### config.mk
export PLATFORM = sky130hd
export DESIGN_NAME = wdog_timer
export DESIGN_NICKNAME = d
export VERILOG_FILES = /design/src/rtl/wdog_pkg.sv /design/src/rtl/wdog_count.sv /design/src/rtl/wdog_pulse.sv /design/src/rtl/wdog_timer.sv
export SDC_FILE = /design/constraint.sdc
export NUM_CORES = 1
export LEC_CHECK = 0
export ABC_AREA = 1
export BUFFER_PORTS_ARGS = -buffer_cell sky130_fd_sc_hd__buf_2
export CAP_MARGIN = 30
export CORE_AREA = 2 2 99 101
export DETAILED_ROUTE_END_ITERATION = 16
export DIE_AREA = 0 0 101 103
export GPL_ROUTABILITY_DRIVEN = 0
export GPL_TIMING_DRIVEN = 0
export PLACE_DENSITY = 0.58
export SKIP_CTS_REPAIR_TIMING = 1
export SYNTH_ARGS = -nofsm -noshare
export SYNTH_HDL_FRONTEND = slang
export SYNTH_SLANG_ARGS = --single-unit
### constraint.sdc
create_clock -name clk -period 3.8 [get_ports clk]
set_input_delay 1.14 -clock clk [delete_from_list [all_inputs] [get_ports clk]]
set_output_delay 1.14 -clock clk [all_outputs]
set_load 0.02 [all_outputs]
### src/rtl/wdog_pkg.sv
package wdog_pkg;
   localparam int unsigned MULT_W   = 5;
   localparam int unsigned RES_W    = 2;
   localparam int unsigned RES_STEP = 2;
   localparam int unsigned REG_W    = 1 + MULT_W + RES_W;
   localparam int unsigned CNT_W    = MULT_W + RES_STEP * ((1 << RES_W) - 1);

   typedef struct packed {
      logic              steer;
      logic [MULT_W-1:0] mult;
      logic [RES_W-1:0]  res;
   } wd_cfg_t;
endpackage

### src/rtl/wdog_count.sv
module wdog_count
   import wdog_pkg::*;
(
   input  logic              clk,
   input  logic              rst_n,
   input  logic              restart,
   input  logic              tick,
   input  logic [MULT_W-1:0] mult,
   input  logic [RES_W-1:0]  res,
   output logic              expire
);
   logic [CNT_W-1:0] cnt_q;
   logic [CNT_W-1:0] tpu;
   logic [CNT_W-1:0] term;
   logic [CNT_W-1:0] pp [MULT_W];
   logic             enable;
   logic             hit;

   assign tpu = CNT_W'(1) << (RES_STEP * res);

   for (genvar i = 0; i < MULT_W; i++) begin : g_pp
      assign pp[i] = mult[i] ? (tpu << i) : '0;
   end

   always_comb begin
      term = '0;
      for (int i = 0; i < MULT_W; i++) term = term + pp[i];
   end

   assign enable = |mult;
   assign hit    = enable & tick & (cnt_q == term - 1'b1);
   assign expire = hit & ~restart;

   always_ff @(posedge clk or negedge rst_n) begin
      if (!rst_n)                 cnt_q <= '0;
      else if (restart || !enable) cnt_q <= '0;
      else if (tick)              cnt_q <= hit ? '0 : cnt_q + 1'b1;
   end
endmodule

### src/rtl/wdog_pulse.sv
module wdog_pulse #(
   parameter int unsigned LEN = 100
) (
   input  logic clk,
   input  logic rst_n,
   input  logic fire,
   output logic pulse_n
);
   localparam int unsigned PW = $clog2(LEN + 1);

   if (LEN == 0) begin : g_bad_len
      $error("wdog_pulse: LEN must be nonzero");
   end

   logic [PW-1:0] cnt_q;

   always_ff @(posedge clk or negedge rst_n) begin
      if (!rst_n)            cnt_q <= '0;
      else if (fire)         cnt_q <= PW'(LEN);
      else if (cnt_q != '0)  cnt_q <= cnt_q - 1'b1;
   end

   assign pulse_n = (cnt_q == '0);
endmodule

### src/rtl/wdog_timer.sv
module wdog_timer
   import wdog_pkg::*;
#(
   parameter int unsigned CLK_HZ       = 100_000_000,
   parameter int unsigned RST_PULSE_MS = 100
) (
   input  logic             clk,
   input  logic             rst_n,
   input  logic             bus_rd,
   input  logic             bus_wr,
   input  logic             sel_wdog,
   input  logic             sel_flag,
   input  logic [REG_W-1:0] bus_wdata,
   output logic [REG_W-1:0] bus_rdata,
   input  logic             tick16,
   input  logic             ftest_req,
   input  logic             ftest_src,
   output logic             irq_ft_n,
   output logic             wdog_rst_n
);
   localparam int unsigned RST_CYC = (CLK_HZ / 1000) * RST_PULSE_MS;

   if (RST_PULSE_MS < 40 || RST_PULSE_MS > 200) begin : g_bad_ms
      $error("wdog_timer: RST_PULSE_MS outside 40..200");
   end
   if (CLK_HZ < 1000) begin : g_bad_clk
      $error("wdog_timer: CLK_HZ must be at least 1000");
   end

   wd_cfg_t cfg_q;
   logic    wd_flag;
   logic    ftest_en;
   logic    ftest_req_q;
   logic    wd_acc;
   logic    wr_wdog;
   logic    flag_rd;
   logic    expire;
   logic    fire_irq;
   logic    fire_rst;
   logic    armed_irq;

   assign wd_acc   = sel_wdog & (bus_rd | bus_wr);
   assign wr_wdog  = sel_wdog & bus_wr;
   assign flag_rd  = sel_flag & bus_rd;
   assign fire_irq = expire & ~cfg_q.steer;
   assign fire_rst = expire &  cfg_q.steer;

   wdog_count u_count (
      .clk     (clk),
      .rst_n   (rst_n),
      .restart (wd_acc),
      .tick    (tick16),
      .mult    (cfg_q.mult),
      .res     (cfg_q.res),
      .expire  (expire)
   );

   wdog_pulse #(.LEN(RST_CYC)) u_pulse (
      .clk     (clk),
      .rst_n   (rst_n),
      .fire    (fire_rst),
      .pulse_n (wdog_rst_n)
   );

   always_ff @(posedge clk or negedge rst_n) begin
      if (!rst_n)        cfg_q <= '0;
      else if (wr_wdog)  cfg_q <= wd_cfg_t'(bus_wdata);
      else if (fire_rst) cfg_q <= '0;
   end

   always_ff @(posedge clk or negedge rst_n) begin
      if (!rst_n)                 wd_flag <= 1'b0;
      else if (fire_irq)          wd_flag <= 1'b1;
      else if (wd_acc || flag_rd) wd_flag <= 1'b0;
   end

   always_ff @(posedge clk or negedge rst_n) begin
      if (!rst_n) begin
         ftest_req_q <= 1'b0;
         ftest_en    <= 1'b0;
      end else begin
         ftest_req_q <= ftest_req;
         if (fire_rst || !ftest_req) ftest_en <= 1'b0;
         else if (!ftest_req_q)      ftest_en <= 1'b1;
      end
   end

   assign armed_irq = (|cfg_q.mult) & ~cfg_q.steer;

   always_comb begin
      if (wd_flag)       irq_ft_n = 1'b0;
      else if (armed_irq) irq_ft_n = 1'b1;
      else if (ftest_en) irq_ft_n = ftest_src;
      else               irq_ft_n = 1'b1;
   end

   always_comb begin
      if (sel_wdog)      bus_rdata = cfg_q;
      else if (sel_flag) bus_rdata = {{(REG_W-1){1'b0}}, wd_flag};
      else               bus_rdata = '0;
   end
endmodule

==> impl_metrics.tcl <==
set metrics [dict create \
    max_stage_delay_ns 0.50 \
    grt_overflow 0 \
    h-tree-depth 2 \
    nNetsFinal 579 \
    power_mw 1.69 \
    antenna_found_initial 0 \
    maxCapViolCount 0 \
    routedWlPerCell_um 12.1 \
    period_share_pct 98.9 \
    synth_edf_count 0 \
    p_clk_share_pct 23.0 \
    via_per_inst 4.78 \
    end_kind "register" \
    placedInstanceArea_um2 3830 \
    dieArea_um2 10400 \
    critPathSlowestCell "dfrtp_2" \
    hold_violations 0 \
    pre_cts_ws_ns -0.125 \
    initial_core_util_pct 37.4 \
    synth-seq-cells 46 \
    cts.sinks 46 \
    clk_pin_slew_ns 0.09 \
    coreArea_um2 9460 \
    switching_share_pct 39.8 \
    die_x_um 101 \
    grt_pass1_wl_um 13100 \
    worstPathMaxFanout 6 \
    hpwl_um 5940 \
    setup_viol 0 \
    finClkSkew_ns 0.0115 \
    drtPass1Iterations 4 \
    cts_tree "built" \
    cts.path.max_buffers 2 \
    clk_latency_ns 0.30 \
    worstPathRequired_ns 4.00 \
    post-route-util_pct 45.3 \
    p_per_area_nw_per_um2 394 \
    dr.first_iter.drc_count 106 \
    placed_cells 628 \
    drv_slew 0 \
    areaGrowthSynthToFinish_pct 21.1 \
    slew_headroom_pct 56.8 \
    seqPwrFrac_pct 34.4 \
    comb_power_share_pct 42.6 \
    root_buffer "clkbuf_8" \
    wl_um 7870 \
    yosys.cell_count.top_type "nand2_1" \
    io_buffers 26 \
    hold_path.class "reg2reg" \
    yosys.area.top_type "dfrtp_1" \
    ys_seq_area_share_pct 32.5 \
    syn_nets 533 \
    synth_top_cells_by_area "dfrtp_1 33%, nand2_1 12%, inv_1 8.9%, nor2_1 6.8%, ha_1 6.7%" \
    avgSynthCellArea_um2 7.27 \
    critical_path_buf_inv_count 4 \
    numCtsBuffers 5 \
    ys_warn_count 0 \
    fmax_mhz 266 \
    drc 0 \
    leakage_nw 1.99 \
    syn_area_um2 3540 \
    setup-tns-final_ns 0 \
    drive_above_1_share_pct 20.8 \
    r2r_start "cfg_q[1]" \
    die_y_um 103 \
    diodes 0 \
    num_vias 3100 \
    p_sw_uw 671 \
    path_class "reg2reg" \
    path_common_cell "nor2_4" \
    grt_max_degree 40 \
    outcome "finished clean" \
    synth-async-reset-ratio_pct 100 \
    p_int_mw 1.01 \
    grt_pass1_vias 2910 \
    ys.flop_type "dfrtp_1" \
    min_period_ns 3.76 \
    synth_top_area_share_pct 32.5 \
    critical_path.top_delay_family "adder cells" \
    grt_usage_pct 15.5 \
    layout.cells.non_filler 648 \
    worstPathArrival_ns 3.95 \
    rsz0062_at_grt "yes" \
    worstSetupStartpointType "register" \
    row_count 36 \
    crit_start "cfg_q[1]" \
    synth_cells 487 \
    worst_pin_slew_ns 0.645 \
    worstHoldStart "u_pulse.cnt_q[12]" \
    holdWs_ns 0.554 \
    setup_ws_ns 0.0434 \
    ant_nets 0 \
    synth_cell_types 30 \
    synthTopCellsByCount "111 x nand2_1, 84 x inv_1, 64 x nor2_1" \
    final_cell_area_um2 4280 \
    ios 27 \
    cp_cell_sequence "nor2_4, inv_4, nor2_4, ha_4, fa_1, inv_1, fa_1, inv_1, ha_2, a21oi_2, nand2_1, nand2_1, nand3_1, a21oi_2, nand4_2, nor2_4, clkbuf_16, nor2_2" \
    vdd_drop_max_v 0.000161 \
]
worst min-delay path, stage by stage (launching register included):
cell,delay (ns)
dfrtp_1,0.39
nand2_1,0.07
nand3_1,0.07
cell type report:
class                   instances  area (um^2)
plain buffers                   5         48.8
clock buffers                   5         68.8
clock inverters                 3         48.8
fillers                       963         5170
inverters                      85          324
multi-input cells             351         2210
flip-flops and latches         46         1150
well taps                     114          143
repair buffers                 39          292
power by group through the flow:
stage	Clock (mW)	Combinational (mW)	Sequential, mW
6_report	0.389	0.718	0.579
5_1_grt	0.420	0.830	0.587
4_1_cts	0.405	0.635	0.575
3_5_place_dp	0	0.631	0.584
3_3_place_gp	0	0.617	0.584
2_1_floorplan	0	0.489	0.573
path summary, 6_finish.rpt:
kind / endpoint / slack [ns] / depth (start not counted)
min in group asynchronous: u_count.cnt_q[4] / 0.67 / 1
min reg2reg: u_pulse.cnt_q[12] / 0.55 / 2
max: u_pulse.cnt_q[2] / 0.04 / 18
max reg2reg: u_pulse.cnt_q[2] / 0.04 / 18
min: u_pulse.cnt_q[12] / 0.55 / 2
max in group asynchronous: cfg_q[1] / 2.64 / 2
state kept, by name (all words and copies together) (netlist names):
signal / count
u_count.cnt_q: 11
cfg_q: 8
u_pulse.cnt_q: 24
wd_flag: 1
ftest_en: 1
ftest_req_q: 1
per-layer routing:
layer / up-vias / GRT usage, % / wire length (um)
met5: - / 0 / 0
met4: 0 / 2.29 / 71
met3: 6 / 2.31 / 195
met2: 34 / 29.2 / 4070
met1: 1466 / 19.2 / 3530
li1: 1594 / - / -
logic make-up after synthesis:
kind of cell	Yosys count	share of synthesized area, %
xor+xnor	35	8.66
fa+ha+maj	29	12.4
simple gates	257	31.8
flops	46	32.5
buf+inv	90	10.1
compound gates	30	4.49
layout by cell type (no fill, tap or decap), types with 2 or more instances in the layout:
cell type  count
nand2_4        2
a21oi_1        6
inv_2          7
buf_2         26
buf_4          8
nor2_1        56
nand3_1       33
ha_1          13
nand2_2        5
xnor2_1       12
nand4_1        4
xor2_1        22
clkbuf_8       5
o211ai_1       2
o21ai_0       18
a21oi_2        2
buf_12         3
clkbuf_2       2
nor3_1        13
nand3b_1       2
fa_1           9
inv_4          2
clkbuf_16      2
ha_4           3
dfrtp_2        2
nand2_1      107
ha_2           3
inv_1         76
dfrtp_1       44
nor2_4         9
nor2_2        15
nand3_2        5
No activity file was read; power rests on OpenSTA's default activity.
